$ cat config.mk
export PLATFORM = sky130hd
export DESIGN_NAME = tmr_fault_stop_ctrl
export DESIGN_NICKNAME = d
export VERILOG_FILES = /design/src/rtl/tfs_pkg.sv /design/src/rtl/tfs_fault_bank.sv /design/src/rtl/tfs_run_state.sv /design/src/rtl/tfs_restart_track.sv /design/src/rtl/tmr_fault_stop_ctrl.sv
export SDC_FILE = /design/constraint.sdc
export NUM_CORES = 1
export LEC_CHECK = 0
export ABC_AREA = 1
export BUFFER_PORTS_ARGS = -buffer_cell sky130_fd_sc_hd__buf_2
export CORE_MARGIN = 4
export CORE_UTILIZATION = 31
export CTS_CLUSTER_SIZE = 25
export DETAILED_ROUTE_END_ITERATION = 8
export PLACE_DENSITY = 0.81
export SKIP_CTS_REPAIR_TIMING = 1
export SYNTH_ARGS = -nofsm -noshare
export SYNTH_HDL_FRONTEND = slang
export SYNTH_SLANG_ARGS = --single-unit
$ cat constraint.sdc
create_clock -name clk_i -period 0.8 [get_ports clk_i]
set_clock_uncertainty 0.15 [all_clocks]
set_input_delay 0.12 -clock clk_i [delete_from_list [all_inputs] [get_ports clk_i]]
set_output_delay 0.12 -clock clk_i [all_outputs]
set_load 0.05 [all_outputs]
$ cat src/rtl/tfs_pkg.sv
package tfs_pkg;
    localparam int unsigned NRF_N = 2;
    localparam int unsigned RF_N  = 2;

    typedef struct packed {
        logic dbg;
        logic upd;
        logic ramp;
        logic stop;
    } run_state_t;

    typedef struct packed {
        logic pend;
    } restart_state_t;
endpackage

$ cat src/rtl/tfs_fault_bank.sv
module tfs_fault_bank #(
    parameter int unsigned N       = 2,
    parameter bit          RECOVER = 1'b0
) (
    input  logic         clk_i,
    input  logic         rst_ni,
    input  logic [N-1:0] fault_i,
    input  logic [N-1:0] clr_i,
    input  logic         resume_i,
    output logic [N-1:0] state_o
);
    typedef struct packed {
        logic [N-1:0] st;
    } bank_t;

    bank_t        bank_d, bank_q;
    logic [N-1:0] drop;

    generate
        if (RECOVER) begin : g_rec
            assign drop = (clr_i & ~fault_i) | {N{resume_i}};
        end else begin : g_nrec
            assign drop = clr_i & ~fault_i;
        end
    endgenerate

    always_comb begin
        bank_d    = bank_q;
        bank_d.st = fault_i | (bank_q.st & ~drop);
    end

    always_ff @(posedge clk_i or negedge rst_ni) begin
        if (!rst_ni) bank_q <= '0;
        else         bank_q <= bank_d;
    end

    assign state_o = bank_q.st;
endmodule

$ cat src/rtl/tfs_run_state.sv
module tfs_run_state
    import tfs_pkg::*;
(
    input  logic clk_i,
    input  logic rst_ni,
    input  logic dbg_mode_i,
    input  logic dbg_fault_en_i,
    input  logic dbg_clr_i,
    input  logic ramp_two_i,
    input  logic ramp_adv_i,
    input  logic lock_upd_i,
    input  logic upd_clr_i,
    input  logic stop_cmd_i,
    input  logic update_i,
    input  logic one_shot_i,
    input  logic step_i,
    output logic dbg_fault_o,
    output logic upd_fault_o,
    output logic ramp_idx_o,
    output logic stop_o
);
    run_state_t rs_d, rs_q;
    logic       ramp_flip;
    logic       halt_cause;

    assign ramp_flip  = ramp_two_i & ramp_adv_i;
    assign halt_cause = stop_cmd_i | (update_i & one_shot_i);

    always_comb begin
        rs_d = rs_q;
        // debug fault: write-one clear only outside debug mode
        if (dbg_mode_i && dbg_fault_en_i)  rs_d.dbg = 1'b1;
        else if (dbg_clr_i && !dbg_mode_i) rs_d.dbg = 1'b0;
        // ramp index: held at cycle A in single-cycle mode
        if (!ramp_two_i)     rs_d.ramp = 1'b0;
        else if (ramp_flip)  rs_d.ramp = ~rs_q.ramp;
        // update fault: index change under lock
        if (ramp_flip && lock_upd_i) rs_d.upd = 1'b1;
        else if (upd_clr_i)          rs_d.upd = 1'b0;
        // stop flag: set dominates step
        if (halt_cause)  rs_d.stop = 1'b1;
        else if (step_i) rs_d.stop = 1'b0;
    end

    always_ff @(posedge clk_i or negedge rst_ni) begin
        if (!rst_ni) rs_q <= '{dbg: 1'b0, upd: 1'b0, ramp: 1'b0, stop: 1'b1};
        else         rs_q <= rs_d;
    end

    assign dbg_fault_o = rs_q.dbg;
    assign upd_fault_o = rs_q.upd;
    assign ramp_idx_o  = rs_q.ramp & ramp_two_i;
    assign stop_o      = rs_q.stop;
endmodule

$ cat src/rtl/tfs_restart_track.sv
module tfs_restart_track
    import tfs_pkg::*;
(
    input  logic clk_i,
    input  logic rst_ni,
    input  logic held_i,
    input  logic restart_i,
    output logic bottom_o
);
    restart_state_t rt_d, rt_q;

    always_comb begin
        rt_d = rt_q;
        if (held_i) rt_d.pend = rt_q.pend | restart_i;
        else        rt_d.pend = 1'b0;
    end

    always_ff @(posedge clk_i or negedge rst_ni) begin
        if (!rst_ni) rt_q <= '0;
        else         rt_q <= rt_d;
    end

    assign bottom_o = rt_q.pend & ~held_i;
endmodule

$ cat src/rtl/tmr_fault_stop_ctrl.sv
module tmr_fault_stop_ctrl
    import tfs_pkg::*;
(
    input  logic              clk_i,
    input  logic              rst_ni,
    input  logic [NRF_N-1:0]  nrf_in_i,
    input  logic [RF_N-1:0]   rf_in_i,
    input  logic [NRF_N-1:0]  nrf_clr_i,
    input  logic [RF_N-1:0]   rf_clr_i,
    input  logic              resume_i,
    input  logic              sw_halt_i,
    input  logic              restart_i,
    input  logic              dbg_mode_i,
    input  logic              dbg_fault_en_i,
    input  logic              dbg_clr_i,
    input  logic              ramp_two_i,
    input  logic              ramp_adv_i,
    input  logic              lock_upd_i,
    input  logic              upd_clr_i,
    input  logic              stop_cmd_i,
    input  logic              update_i,
    input  logic              one_shot_i,
    input  logic              step_i,
    output logic [NRF_N-1:0]  nrf_state_o,
    output logic [RF_N-1:0]   rf_state_o,
    output logic [NRF_N-1:0]  nrf_live_o,
    output logic [RF_N-1:0]   rf_live_o,
    output logic              dbg_fault_o,
    output logic              upd_fault_o,
    output logic              ramp_idx_o,
    output logic              stop_o,
    output logic              halt_o,
    output logic              safe_o,
    output logic              resume_bottom_o
);
    logic [NRF_N-1:0] nrf_st;
    logic [RF_N-1:0]  rf_st;
    logic             dbg_st, upd_st, nrf_any;

    tfs_fault_bank #(.N(NRF_N), .RECOVER(1'b0)) i_nrf_bank (
        .clk_i, .rst_ni,
        .fault_i (nrf_in_i),
        .clr_i   (nrf_clr_i),
        .resume_i(1'b0),
        .state_o (nrf_st)
    );

    tfs_fault_bank #(.N(RF_N), .RECOVER(1'b1)) i_rf_bank (
        .clk_i, .rst_ni,
        .fault_i (rf_in_i),
        .clr_i   (rf_clr_i),
        .resume_i(resume_i),
        .state_o (rf_st)
    );

    tfs_run_state i_run (
        .clk_i, .rst_ni,
        .dbg_mode_i, .dbg_fault_en_i, .dbg_clr_i,
        .ramp_two_i, .ramp_adv_i, .lock_upd_i, .upd_clr_i,
        .stop_cmd_i, .update_i, .one_shot_i, .step_i,
        .dbg_fault_o(dbg_st),
        .upd_fault_o(upd_st),
        .ramp_idx_o,
        .stop_o
    );

    assign nrf_any = |nrf_st;

    tfs_restart_track i_restart (
        .clk_i, .rst_ni,
        .held_i   (nrf_any),
        .restart_i(restart_i),
        .bottom_o (resume_bottom_o)
    );

    assign nrf_state_o = nrf_st;
    assign rf_state_o  = rf_st;
    assign nrf_live_o  = nrf_in_i;
    assign rf_live_o   = rf_in_i;
    assign dbg_fault_o = dbg_st;
    assign upd_fault_o = upd_st;
    assign halt_o      = nrf_any | dbg_st | (sw_halt_i & (|rf_st));
    assign safe_o      = nrf_any | dbg_st | upd_st;
endmodule

**Word level (Yosys, flattened, before mapping)**

Index checks and enable logic that the tools add are counted.

- Reduce and logical (&&, ||, !) cells: 9
- Equality and inequality tests: 1
- Muxes and demuxes: 9
- Bitwise gates (word level): 23

Operator list:

| cell | count |
|---|---|
| two-way mux 1 bit | 9 |
| AND 2 bit | 4 |
| NOT 2 bit | 4 |
| OR 2 bit | 3 |
| nonzero test 2 bit | 3 |
| AND 1 bit | 5 |
| OR 1 bit | 5 |
| OR reduction 2 bit | 2 |
| logical AND 1 bit | 3 |
| != test 2 x 1 -> 1 bit, second input constant | 1 |
| NOT 1 bit | 2 |
| zero test 1 bit | 1 |

- Output and inout port bits: 15
- Bits of input ports: 24
- Register bits after elaboration: 9
- Word-level logic and storage cells: 49

**Logic depth before layout (Yosys ltp)**

Gate-level depths: netlist of the first run.

- Depth in word-level cells: 6
- Gate-level depth with buffers: 4

**Modules after synthesis**

Synthesis of the first run repeated with hierarchy kept, for this count alone.

- Cells, all modules: 61
- Area, all modules: 457.9 µm²

Modules (own cells, without submodules):

| module | instances | cells each | area each (µm²) |
|---|---|---|---|
| tfs_run_state | 1 | 21 | 178.9 |
| tfs_fault_bank at i_rf_bank | 1 | 11 | 85.1 |
| tfs_fault_bank at i_nrf_bank | 1 | 10 | 80.1 |
| tmr_fault_stop_ctrl | 1 | 13 | 70.1 |
| tfs_restart_track | 1 | 6 | 43.8 |

**Least setup slack after synthesis of the first run**

OpenSTA, ideal clock, no wires.

- Path type: register -> output
- Start point: register i_nrf_bank.bank_q (netlist bit i_nrf_bank.state_o[1])
- End point: output port resume_bottom_o
- Cell stages (with the launch flop): 4
- Data arrival time: 1402 ps
- Required time: 530 ps
- Setup slack: -872 ps
- Cell sequence: dfrtp_1 inv_2 nand2_2 nor2_1

- Cells in the longest elaborated chain, start to end: 3

Ends and longest elaborated chain:

| item | RTL line | RTL |
|---|---|---|
| start, declared | tfs_fault_bank.sv:16 | `bank_t bank_d, bank_q;` |
| start signal, assigned | tfs_fault_bank.sv:34 | `else bank_q <= bank_d;` |
| OR reduction 2 bit | tmr_fault_stop_ctrl.sv:67 | `assign nrf_any = \|nrf_st;` |
| NOT 1 bit | tfs_restart_track.sv:23 | `assign bottom_o = rt_q.pend & ~held_i;` |
| AND 1 bit | tfs_restart_track.sv:23 |  |
| end, declared | tmr_fault_stop_ctrl.sv:34 | `output logic resume_bottom_o` |

No other way between the ends.

**Worst setup path after layout of the first run**

- Start point: register i_nrf_bank.bank_q (netlist bit i_nrf_bank.state_o[1])
- End point: output port halt_o

- Cells in the longest elaborated chain, start to end: 3

Ends and longest elaborated chain:

| item | RTL line | RTL |
|---|---|---|
| OR reduction 2 bit | tmr_fault_stop_ctrl.sv:67 |  |
| OR 1 bit (2 in series) | tmr_fault_stop_ctrl.sv:82 | `assign halt_o = nrf_any \| dbg_st \| (sw_halt_i & (\|rf_st));` |
| end, declared | tmr_fault_stop_ctrl.sv:32 | `output logic halt_o,` |

No other way between the ends.

==> results of run 1 <==
[metal layers]
metal | part of all wire [%] | vias up
li1 | - | 245
met1 | 34 | 218
met2 | 53 | 27
met3 | 11 | 4
met4 | 2.0 | 0
met5 | 0 | -
[state kept, by name, indices dropped and copies added (netlist names)]
signal and flops:
i_rf_bank.state_o 2, i_run.upd_fault_o 1, i_restart.rt_q 1, i_run.dbg_fault_o 1
i_run.stop_o 1, i_nrf_bank.state_o 2, i_run.rs_q 1
[placed cells by master (no fill, tap or decap), drive strengths merged]
| master | instances |
|---|---|
| buf | 46 |
| nand2 | 11 |
| inv | 10 |
| dfrtp | 8 |
| nor2 | 5 |
| o21bai | 3 |
| clkbuf | 3 |
| a21oi | 3 |
| o21ai | 3 |
| nand3 | 2 |
| clkinvlp | 1 |
| clkinv | 1 |
| dlygate4sd3 | 1 |
| dfstp | 1 |
[layout make-up]
class                           instances  area, um^2
Clock buffer                            3       22.52
Clock inverter                          1       5.005
Fill cell                             114       435.4
Inverter                               11       45.04
Multi-Input combinational cell         27       187.7
Sequential cell                         9       234.0
Tap cell                               15       18.77
Timing Repair Buffer                   47       352.8
[worst reg2reg max path: cells and delay by family, from the launching register on]
kind | cells | cell delay (ns)
flip-flops | 1 | 0.41
buffers and inverters | 2 | 0.19
AO/OA/AOI/OAI | 1 | 0.07
[report_power, final]
group	internal (mW)	leakage (nW)	switching, mW
clock network	0.184	0.0177	0.164
logic	0.208	0.351	0.290
registers	0.497	0.0967	0.0301
[stage by stage]
step	hold slack, ns	TNS, ns	area, um^2	total power, mW
floorplan	-0.3256	-2.754	475.5	0.7881
global placement	-0.1682	-2.796	706.9	0.9264
detailed placement	-0.1690	-3.030	706.9	0.9353
CTS	-0.4551	-6.373	734.5	1.294
global route	-0.1322	-6.391	865.8	1.444
finish	-0.1242	-5.807	865.8	1.373
[logic make-up (layout without fill, tap and decap cells)]
family,Yosys count,after routing,share of synthesized area [%]
flip-flops,9,9,52.77
AO/OA/AOI/OAI,9,9,13.12
AND/OR/NAND/NOR,18,18,17.49
buffers and inverters,15,62,16.62
[worst min path at each step]
stage / from / slack [ns] / to
2_1_floorplan: rst_ni / -0.33 / i_nrf_bank.state_o[0]
4_1_cts: rst_ni / -0.46 / i_run.rs_q[1]
6_report: upd_clr_i / -0.12 / i_run.upd_fault_o
5_1_grt: rf_clr_i[0] / -0.13 / i_rf_bank.state_o[0]
3_5_place_dp: rst_ni / -0.17 / i_restart.rt_q
3_3_place_gp: rst_ni / -0.17 / i_restart.rt_q
==> key figures, run 1 <==
Critical path
  • Required time worst endpoint: 0.53 ns
  • Reg-to-reg setup timing slack: -0.14 ns
  • Reg2reg start: i_nrf_bank.state_o[0]
  • Critical Path Source: i_nrf_bank.state_o[1]
  • CP Launch Type: register
  • Critical Path AT: between 1 and 1.5 ns
  • Buffers & Inverters on Critical Path: 2
  • Largest stage delay, worst path: around 0.4 ns
  • Most used cell, CP: nand2_4
  • Worst r2r dst: i_nrf_bank.state_o[0]
  • WS Path Type: reg -> out
  • CP top delay family: flip-flops
  • Slowest-stage cell, CP: dfrtp_2
  • Critical Path End Type: primary output
  • CP Max Fanout: 2
  • Critical-path cell list: inv_2, nand2_4, nor2_4, nand2_4, buf_6
  • Register-to-Register Path Depth: 3
  • Crit. path cell count: 5
  • End of the critical path: halt_o

Yosys
  • Synthesized area: approximately 430 um^2
  • Mean Syn Cell Area: 8.415 um^2
  • Commonest cells in the netlist: 10 x nand2_1, 9 x inv_1, 8 x dfrtp_1
  • Synthesized instance count: 51
  • Count of unique library cells instantiated by Yosys: 14
  • #FFs+latches synth: 9
  • Main synth FF type: dfrtp_1
  • Post-synth EDFFs: 0
  • Leading area contributor after synthesis: dfrtp_1
  • Cell with the most instances after synthesis: nand2_1
  • Net Count, Synth: 75
  • Number of synthesis warnings: 0
  • Ys async rst share: 100.0%
  • Synth area leaders: dfrtp_1 47%, nand2_1 8.7%, inv_1 7.9%
  • Register area share after synthesis: 52.77%
  • Top cell type's share of synthesized area: between 40% and 50%

Clock network
  • Clock latency on the worst-skew pair: approximately 0.26 ns
  • Sink Count: 9
  • Clk slew on worst S/H paths: 0.07 ns
  • CTS buffer count: 3
  • Max H-tree Level: 1
  • CTS tree: built
  • Max Root-Sink Buffers: 2
  • Root Buffer: clkbuf_4

Drt
  • Vias per cell: 4.372
  • Avg WL per Cell: around 11 um
  • Routed WL: roughly 1.2 mm
  • Vias after detailed routing: between 400 and 500
  • Starting DRT DRC Count: 0
  • Post-DRT Antenna Nets: 0
  • Total iterations of the first detailed-routing run: 1
  • Drt drc: 0

Timing
  • Max Freq: 685.8 MHz
  • Slew @ Worst Pin: between 0.2 and 0.3 ns
  • Hold slack: -0.1242 ns
  • # setup viols final: 19
  • Slew Viols, Final: 0
  • Tmin final: 1.458 ns
  • Crit path setup slack, layout: -0.6582 ns
  • Unrepaired setup endpoints after global routing: yes
  • Rel. slew slack: between 80% and 90%
  • Final Hold Viols: 8
  • Fin crit share: 182.3%

Global routing
  • GR Layer Usage met1: approximately an eighth
  • Vias in the first global route: ~450
  • Grt peak-use layer: met2
  • Global-route met2 utilization: between 10% and 20%
  • Grt met3 use: 6.773%
  • First-pass GRT wire length: around 1.7 mm
  • Pin count of the biggest net entering global routing: 10
  • Gr usage total: 12.17%
  • Initial antenna violation count: 0
  • Congestion Overflow GR: 0

Floorplanning
  • Initial Util: between 30% and 40%
  • Die height: 45.21 um
  • Core Rows: 13
  • Full die area: a little over 2000 um^2
  • Core region area: between 1000 and 1500 um^2
  • Die width: between 40 and 50 um
  • IO Count: 39

Outcome
  • Status: complete, but fails checks
  • Failing checks: hold timing, setup timing

Power
  • Peak supply drop: between 1 and 1.5 mV
  • Power Density: around 1600 nW/um^2
  • Leak: about 0.47 nW

Cells and area
  • ANT cells: 0
  • Area Overhead vs Synth: 101.7%
  • Fraction of layout cells with a size suffix above 1: 75.51%
  • Final Core Density: roughly two thirds
  • Nets: 123
  • Fin cells: ~110

Placement
  • Setup WS pre-CTS: -0.3903 ns
  • # port buffers: 38
  • Placed cell count: between 100 and 150
  • Gpl congestion: 0.6499
  • Detail Placement HPWL: 917.2 um

Hold path
  • Worst min-delay path class: in -> reg
  • Worst Hold Depth: 2

Job
  • Max-Cap Viols: 0
Note: power is estimated with default switching activity, not from simulation.
==> inputs of run 2 (changes only) <==
--- a/config.mk
+++ b/config.mk
@@ -8,10 +8,11 @@
 export ABC_AREA = 1
 export BUFFER_PORTS_ARGS = -buffer_cell sky130_fd_sc_hd__buf_2
 export CORE_MARGIN = 4
-export CORE_UTILIZATION = 31
+export CORE_UTILIZATION = 30
 export CTS_CLUSTER_SIZE = 25
 export DETAILED_ROUTE_END_ITERATION = 8
-export PLACE_DENSITY = 0.81
+export PLACE_DENSITY = 0.8
+export SETUP_SLACK_MARGIN = 0.05
 export SKIP_CTS_REPAIR_TIMING = 1
 export SYNTH_ARGS = -nofsm -noshare
 export SYNTH_HDL_FRONTEND = slang
==> run 2 against run 1 <==
  * Sequential share of layout area up 1.2 points
  * Largest power group unchanged
  * Core utilization decreased by 3.7 points
  * Non-clock buffer count down 3
  * Critical path depth unchanged
  * Register-to-register slack hardly changed
  * Routed wire length increased by 9.3%
  * Maximum frequency up 0.69%
  * Design area decreased by 4.3%
  * The flow still finishes with violations (hold timing, setup timing)
  * Combinational power decreased by 4.6%
  * Worst setup slack improved by 0.010 ns
==> key figures, run 2 (same netlist as run 1, synthesis figures left out) <==
Drt
  • Vias after detailed routing: 487 (-1.4%)
  • Total iterations of the first detailed-routing run: 1 (unchanged)
  • Vias per cell: 4.427 (+1.3%)
  • Starting DRT DRC Count: 0 (unchanged)
  • Avg WL per Cell: 12.23 um (+12%)
  • Drt drc: 0 (unchanged)
  • Routed WL: 1.345 mm (+9.3%)
  • Post-DRT Antenna Nets: 0 (unchanged)

Placement
  • Setup WS pre-CTS: -0.4088 ns (-0.01855 ns)
  • Detail Placement HPWL: 1.068 mm (+16%)
  • Gpl congestion: 0.6425 (-1.1%)
  • # port buffers: 38 (unchanged)
  • Area of placed instances: 691.9 um^2 (-2.1%)

Floorplanning
  • Full die area: 2099 um^2 (+2.7%)
  • Initial Util: 32.57% (-0.41 points)
  • Die height: 45.82 um (+1.4%)
  • Core region area: 1318 um^2 (+1.2%)
  • Die width: 45.82 um (+1.4%)
  • IO Count: 39 (unchanged)
  • Core Rows: 13 (unchanged)

Timing
  • Unrepaired setup endpoints after global routing: yes
  • Slew Viols, Final: 0 (unchanged)
  • Fin crit share: 181.0% (-1.2 points)
  • Hold slack: -0.1213 ns (+0.002968 ns)
  • Crit path setup slack, layout: -0.6483 ns (+0.009974 ns)
  • Slew @ Worst Pin: 0.2516 ns (-0.003534 ns)
  • Setup TNS: -5.308 ns (+0.4998 ns)
  • Tmin final: 1.448 ns (-0.009974 ns)
  • # setup viols final: 19 (unchanged)
  • Max Freq: 690.5 MHz (+0.69%)
  • Final Hold Viols: 9 (+1)
  • Rel. slew slack: 83.34% (+0.23 points)

Cells and area
  • Final Cell Area: 828.3 um^2 (-4.3%)
  • Most frequent cells in the layout: 29 x buf_2, 9 x buf_6, 7 x inv_1, 6 x dfrtp_2, 5 x nand2_1
  • Area Overhead vs Synth: 93.00%
  • Fraction of layout cells with a size suffix above 1: 74.74% (-0.77 points)
  • Most common cell after layout, fill and taps aside: buf_2
  • Nets: 120 (-2.4%)
  • ANT cells: 0 (unchanged)

Clock network
  • Clk slew on worst S/H paths: 0.06 ns (about the same)
  • CTS buffer count: 3 (unchanged)
  • Max H-tree Level: 1 (unchanged)
  • Clock latency on the worst-skew pair: 0.25 ns (about the same)
  • Root Buffer: clkbuf_4
  • Sink Count: 9 (unchanged)
  • Max Root-Sink Buffers: 2 (unchanged)
  • CTS tree: built

Global routing
  • Initial antenna violation count: 0 (unchanged)
  • First-pass GRT wire length: 1.980 mm (+16%)
  • Pin count of the biggest net entering global routing: 10 (unchanged)
  • Gr usage total: 13.45% (+1.3 points)
  • Vias in the first global route: 477 (+5.5%)
  • Congestion Overflow GR: 0 (unchanged)

Power
  • Peak supply drop: 1.293 mV (+14%)
  • Leak: 0.4435 nW (-4.8%)
  • Post-layout power: 1.339 mW (-2.5%)
  • Power Density: 1617 nW/um^2 (+2.0%)

Outcome
  • Failing checks: hold timing, setup timing
  • Status: complete, but fails checks

Critical path
  • Critical Path End Type: primary output
  • CP Max Fanout: 2 (unchanged)
  • WS Path Type: reg -> out
  • Critical Path AT: 1.18 ns (about the same)
  • Required time worst endpoint: 0.53 ns (about the same)
  • CP Launch Type: register

Job
  • Max-Cap Viols: 0 (unchanged)

Hold path
  • Worst min-delay path class: in -> reg
## run 2: cell types whose count changed in the layout (fill, tap and decap cells not counted)
cell      before  now
clkbuf_1       0    1
clkinv_2       1    0
nand2_2        2    3
buf_6         10    9
buf_4          4    3
nand2_1        6    5
nor2_2         1    0
buf_8          4    2
nor2_4         2    3
buf_2         28   29
## run 2: critical path, cell delays in order, from the launching register on
cell,delay [ns]
dfrtp_2,0.40
inv_2,0.08
nand2_4,0.07
nor2_4,0.17
nand2_4,0.05
buf_6,0.15
## run 2: final timing paths
path | cells past startpoint | from | slack [ns] | end
worst min-delay path | 2 | nrf_clr_i[1] | -0.12 | i_nrf_bank.state_o[1]
min in group asynchronous | 2 | rst_ni | 0.09 | i_restart.rt_q
max in group asynchronous | 2 | rst_ni | 0.16 | i_run.stop_o
worst max-delay path | 5 | i_nrf_bank.state_o[1] | -0.65 | halt_o
worst max register to register | 3 | i_nrf_bank.state_o[0] | -0.13 | i_nrf_bank.state_o[0]
worst min register to register | 2 | i_run.stop_o | 0.32 | i_run.stop_o
## run 2: stage by stage
stage	cells	utilization, %
2_1_floorplan	51	-
3_3_place_gp	105	52.52
3_5_place_dp	105	52.52
4_1_cts	109	54.51
5_1_grt	110	62.87
6_report	110	62.87
## run 2: metal layers
metal  track usage, %  up-vias  routed length (um)
met5                0        -                   0
li1                 -      244                   -
met4            5.114        0                  13
met2            24.51       24                 810
met3            4.743        2                 119
met1            13.87      217                 402
## run 2: final cells by class
cell class	instances	area [um^2]
Fill cell	113	489.2
Multi-Input combinational cell	27	195.2
Inverter	11	45.04
Clock buffer	4	26.28
Timing Repair Buffer	44	309.0
Sequential cell	9	234.0
Tap cell	15	18.77
## run 2: where the power goes
group / internal, mW / total (mW) / switching, mW
sequential: 0.497 / 0.529 / 0.0316
clock: 0.191 / 0.335 / 0.144
combinational: 0.184 / 0.475 / 0.291
total: 0.873 / 1.34 / 0.467
==> inputs of run 3 (changes only) <==
--- a/config.mk
+++ b/config.mk
@@ -6,12 +6,12 @@
 export NUM_CORES = 1
 export LEC_CHECK = 0
 export ABC_AREA = 1
-export BUFFER_PORTS_ARGS = -buffer_cell sky130_fd_sc_hd__buf_2
 export CORE_MARGIN = 4
 export CORE_UTILIZATION = 30
 export CTS_CLUSTER_SIZE = 25
 export DETAILED_ROUTE_END_ITERATION = 8
-export PLACE_DENSITY = 0.8
+export DONT_BUFFER_PORTS = 1
+export PLACE_DENSITY_LB_ADDON = 0.3
 export SETUP_SLACK_MARGIN = 0.05
 export SKIP_CTS_REPAIR_TIMING = 1
 export SYNTH_ARGS = -nofsm -noshare
==> run 3 against run 2 <==
  * The run still ends with hold timing, setup timing left
  * Power is 6.2% lower
  * Largest power group unchanged
  * Non-clock buffer count is 29 lower
  * Register-to-register slack hardly changed
  * First-iteration DRC count stayed put
  * Largest cell class is now registers
  * Routed wire length is 29% lower
  * Sequential share of layout area is 4.8 points higher
  * Combinational power is 20% lower
  * Highest routed layer unchanged
==> key figures, run 3 (same netlist as run 1, synthesis figures left out) <==
Outcome
  • Status: complete, but fails checks
  • Failing checks: hold timing, setup timing

Floorplanning
  • Core region area: 1318 um^2 (unchanged)
  • Initial Util: 32.57% (unchanged)
  • IO Count: 39 (unchanged)
  • Die width: 45.82 um (unchanged)
  • Core Rows: 13 (unchanged)
  • Full die area: 2099 um^2 (unchanged)
  • Die height: 45.82 um (unchanged)

Cells and area
  • Most frequent cells in the layout: 7 x inv_1, 6 x dfrtp_2, 4 x nand2_4, 4 x nand2_1, 4 x buf_4
  • Most common cell after layout, fill and taps aside: inv_1
  • Final Core Density: 53.66% (-9.2 points)
  • Nets: 91 (-24%)
  • Fraction of layout cells with a size suffix above 1: 63.64% (-11 points)
  • Final Cell Area: 706.9 um^2 (-15%)
  • Area Overhead vs Synth: 64.72%
  • Fin cells: 81 (-26%)
  • Fill count: 127 (+12%)
  • ANT cells: 0 (unchanged)

Clock network
  • CTS tree: built
  • Max H-tree Level: 1 (unchanged)
  • Max Root-Sink Buffers: 2 (unchanged)
  • Sink Count: 9 (unchanged)
  • CTS buffer count: 3 (unchanged)
  • Clk slew on worst S/H paths: 0.06 ns (about the same)
  • Clock latency on the worst-skew pair: 0.26 ns (about the same)
  • Root Buffer: clkbuf_4

Job
  • Max-Cap Viols: 0 (unchanged)

Global routing
  • Congestion Overflow GR: 0 (unchanged)
  • Gr usage total: 9.871% (-3.6 points)
  • Initial antenna violation count: 0 (unchanged)
  • Pin count of the biggest net entering global routing: 10 (unchanged)
  • Vias in the first global route: 335 (-30%)
  • First-pass GRT wire length: 1.311 mm (-34%)

Critical path
  • Buffers & Inverters on Critical Path: 1 (-1)
  • WS Path Type: reg -> out
  • Critical Path End Type: primary output
  • Critical Path AT: 1.09 ns (-0.09 ns)
  • Critical-path cell list: inv_2, nand2_4, nor2_4, nand2_4
  • CP Max Fanout: 2 (unchanged)
  • Required time worst endpoint: 0.53 ns (about the same)
  • CP top delay family: flip-flops
  • Largest stage delay, worst path: 0.40 ns (about the same)
  • CP Launch Type: register
  • Slowest-stage cell, CP: dfrtp_2
  • Most used cell, CP: nand2_4

Placement
  • Placed cell count: 74 (-30%)
  • Detail Placement HPWL: 756.3 um (-29%)
  • Setup WS pre-CTS: -0.2870 ns (+0.1219 ns)
  • # port buffers: 0 (-100%)
  • Gpl congestion: 0.5911 (-8.0%)
  • Area of placed instances: 591.8 um^2 (-14%)

Drt
  • Vias after detailed routing: 366 (-25%)
  • Post-DRT Antenna Nets: 0 (unchanged)
  • Starting DRT DRC Count: 0 (unchanged)
  • Routed WL: 953 um (-29%)
  • Drt drc: 0 (unchanged)
  • Total iterations of the first detailed-routing run: 1 (unchanged)
  • Avg WL per Cell: 11.77 um (-3.8%)
  • Vias per cell: 4.519 (+2.1%)

Power
  • Peak supply drop: 0.8140 mV (-37%)
  • Leak: 0.3431 nW (-23%)
  • Post-layout power: 1.257 mW (-6.2%)
  • Power Density: 1777 nW/um^2 (+9.9%)

Timing
  • Crit path setup slack, layout: -0.5576 ns (+0.09068 ns)
  • Max Freq: 736.6 MHz (+6.7%)
  • Slew @ Worst Pin: 0.3918 ns (+0.1401 ns)
  • Hold slack: -0.2033 ns (-0.08203 ns)
  • Slew Viols, Final: 0 (unchanged)
  • Rel. slew slack: 73.80% (-9.5 points)
  • Setup TNS: -5.380 ns (-0.07250 ns)
  • Fin crit share: 169.7% (-11 points)
  • # setup viols final: 20 (+1)
  • Tmin final: 1.358 ns (-0.09068 ns)
  • Final Hold Viols: 9 (unchanged)
  • Unrepaired setup endpoints after global routing: yes

Hold path
  • Worst min-delay path class: in -> reg
==> run 3: changes by cell type in the layout (fill, tap and decap cells not counted), moves of 2 or more <==
cell           change
buf_6              -6
buf_2             -29
buf_12             +3
dlygate4sd3_1      +2
==> run 3: metal layers <==
layer	share of wire, %	vias up	global-route usage (%)
met4	2.8	0	12.50
met2	53	21	15.04
met5	0	-	0
met3	11	4	4.743
li1	-	178	-
met1	33	163	8.232
==> run 3: area by class of cell <==
type	instances	area [um^2]	share of cell area, %
timing repair buffer	15	183.9	26.02
clock buffer	3	22.52	3.186
clock inverter	1	5.005	0.7080
sequential	9	234.0	33.10
tap	15	18.77	2.655
inverter	11	45.04	6.372
multi-input combinational	27	197.7	27.96
==> run 3: final timing paths <==
path                                  startpoint                     to  slack (ns)  cells after the start
min in group asynchronous                 rst_ni          i_run.rs_q[1]        0.06                      1
min reg2reg                         i_run.stop_o           i_run.stop_o        0.33                      2
max in group asynchronous                 rst_ni           i_run.stop_o        0.12                      1
max reg2reg                 i_rf_bank.state_o[0]   i_rf_bank.state_o[0]       -0.14                      3
max                        i_nrf_bank.state_o[1]                 halt_o       -0.56                      4
min                                 nrf_clr_i[0]  i_nrf_bank.state_o[0]       -0.20                      1
==> run 3: power breakdown <==
part / switching [mW] / internal (mW)
sequential: 0.0294 / 0.497
combinational: 0.223 / 0.155
clock: 0.168 / 0.185
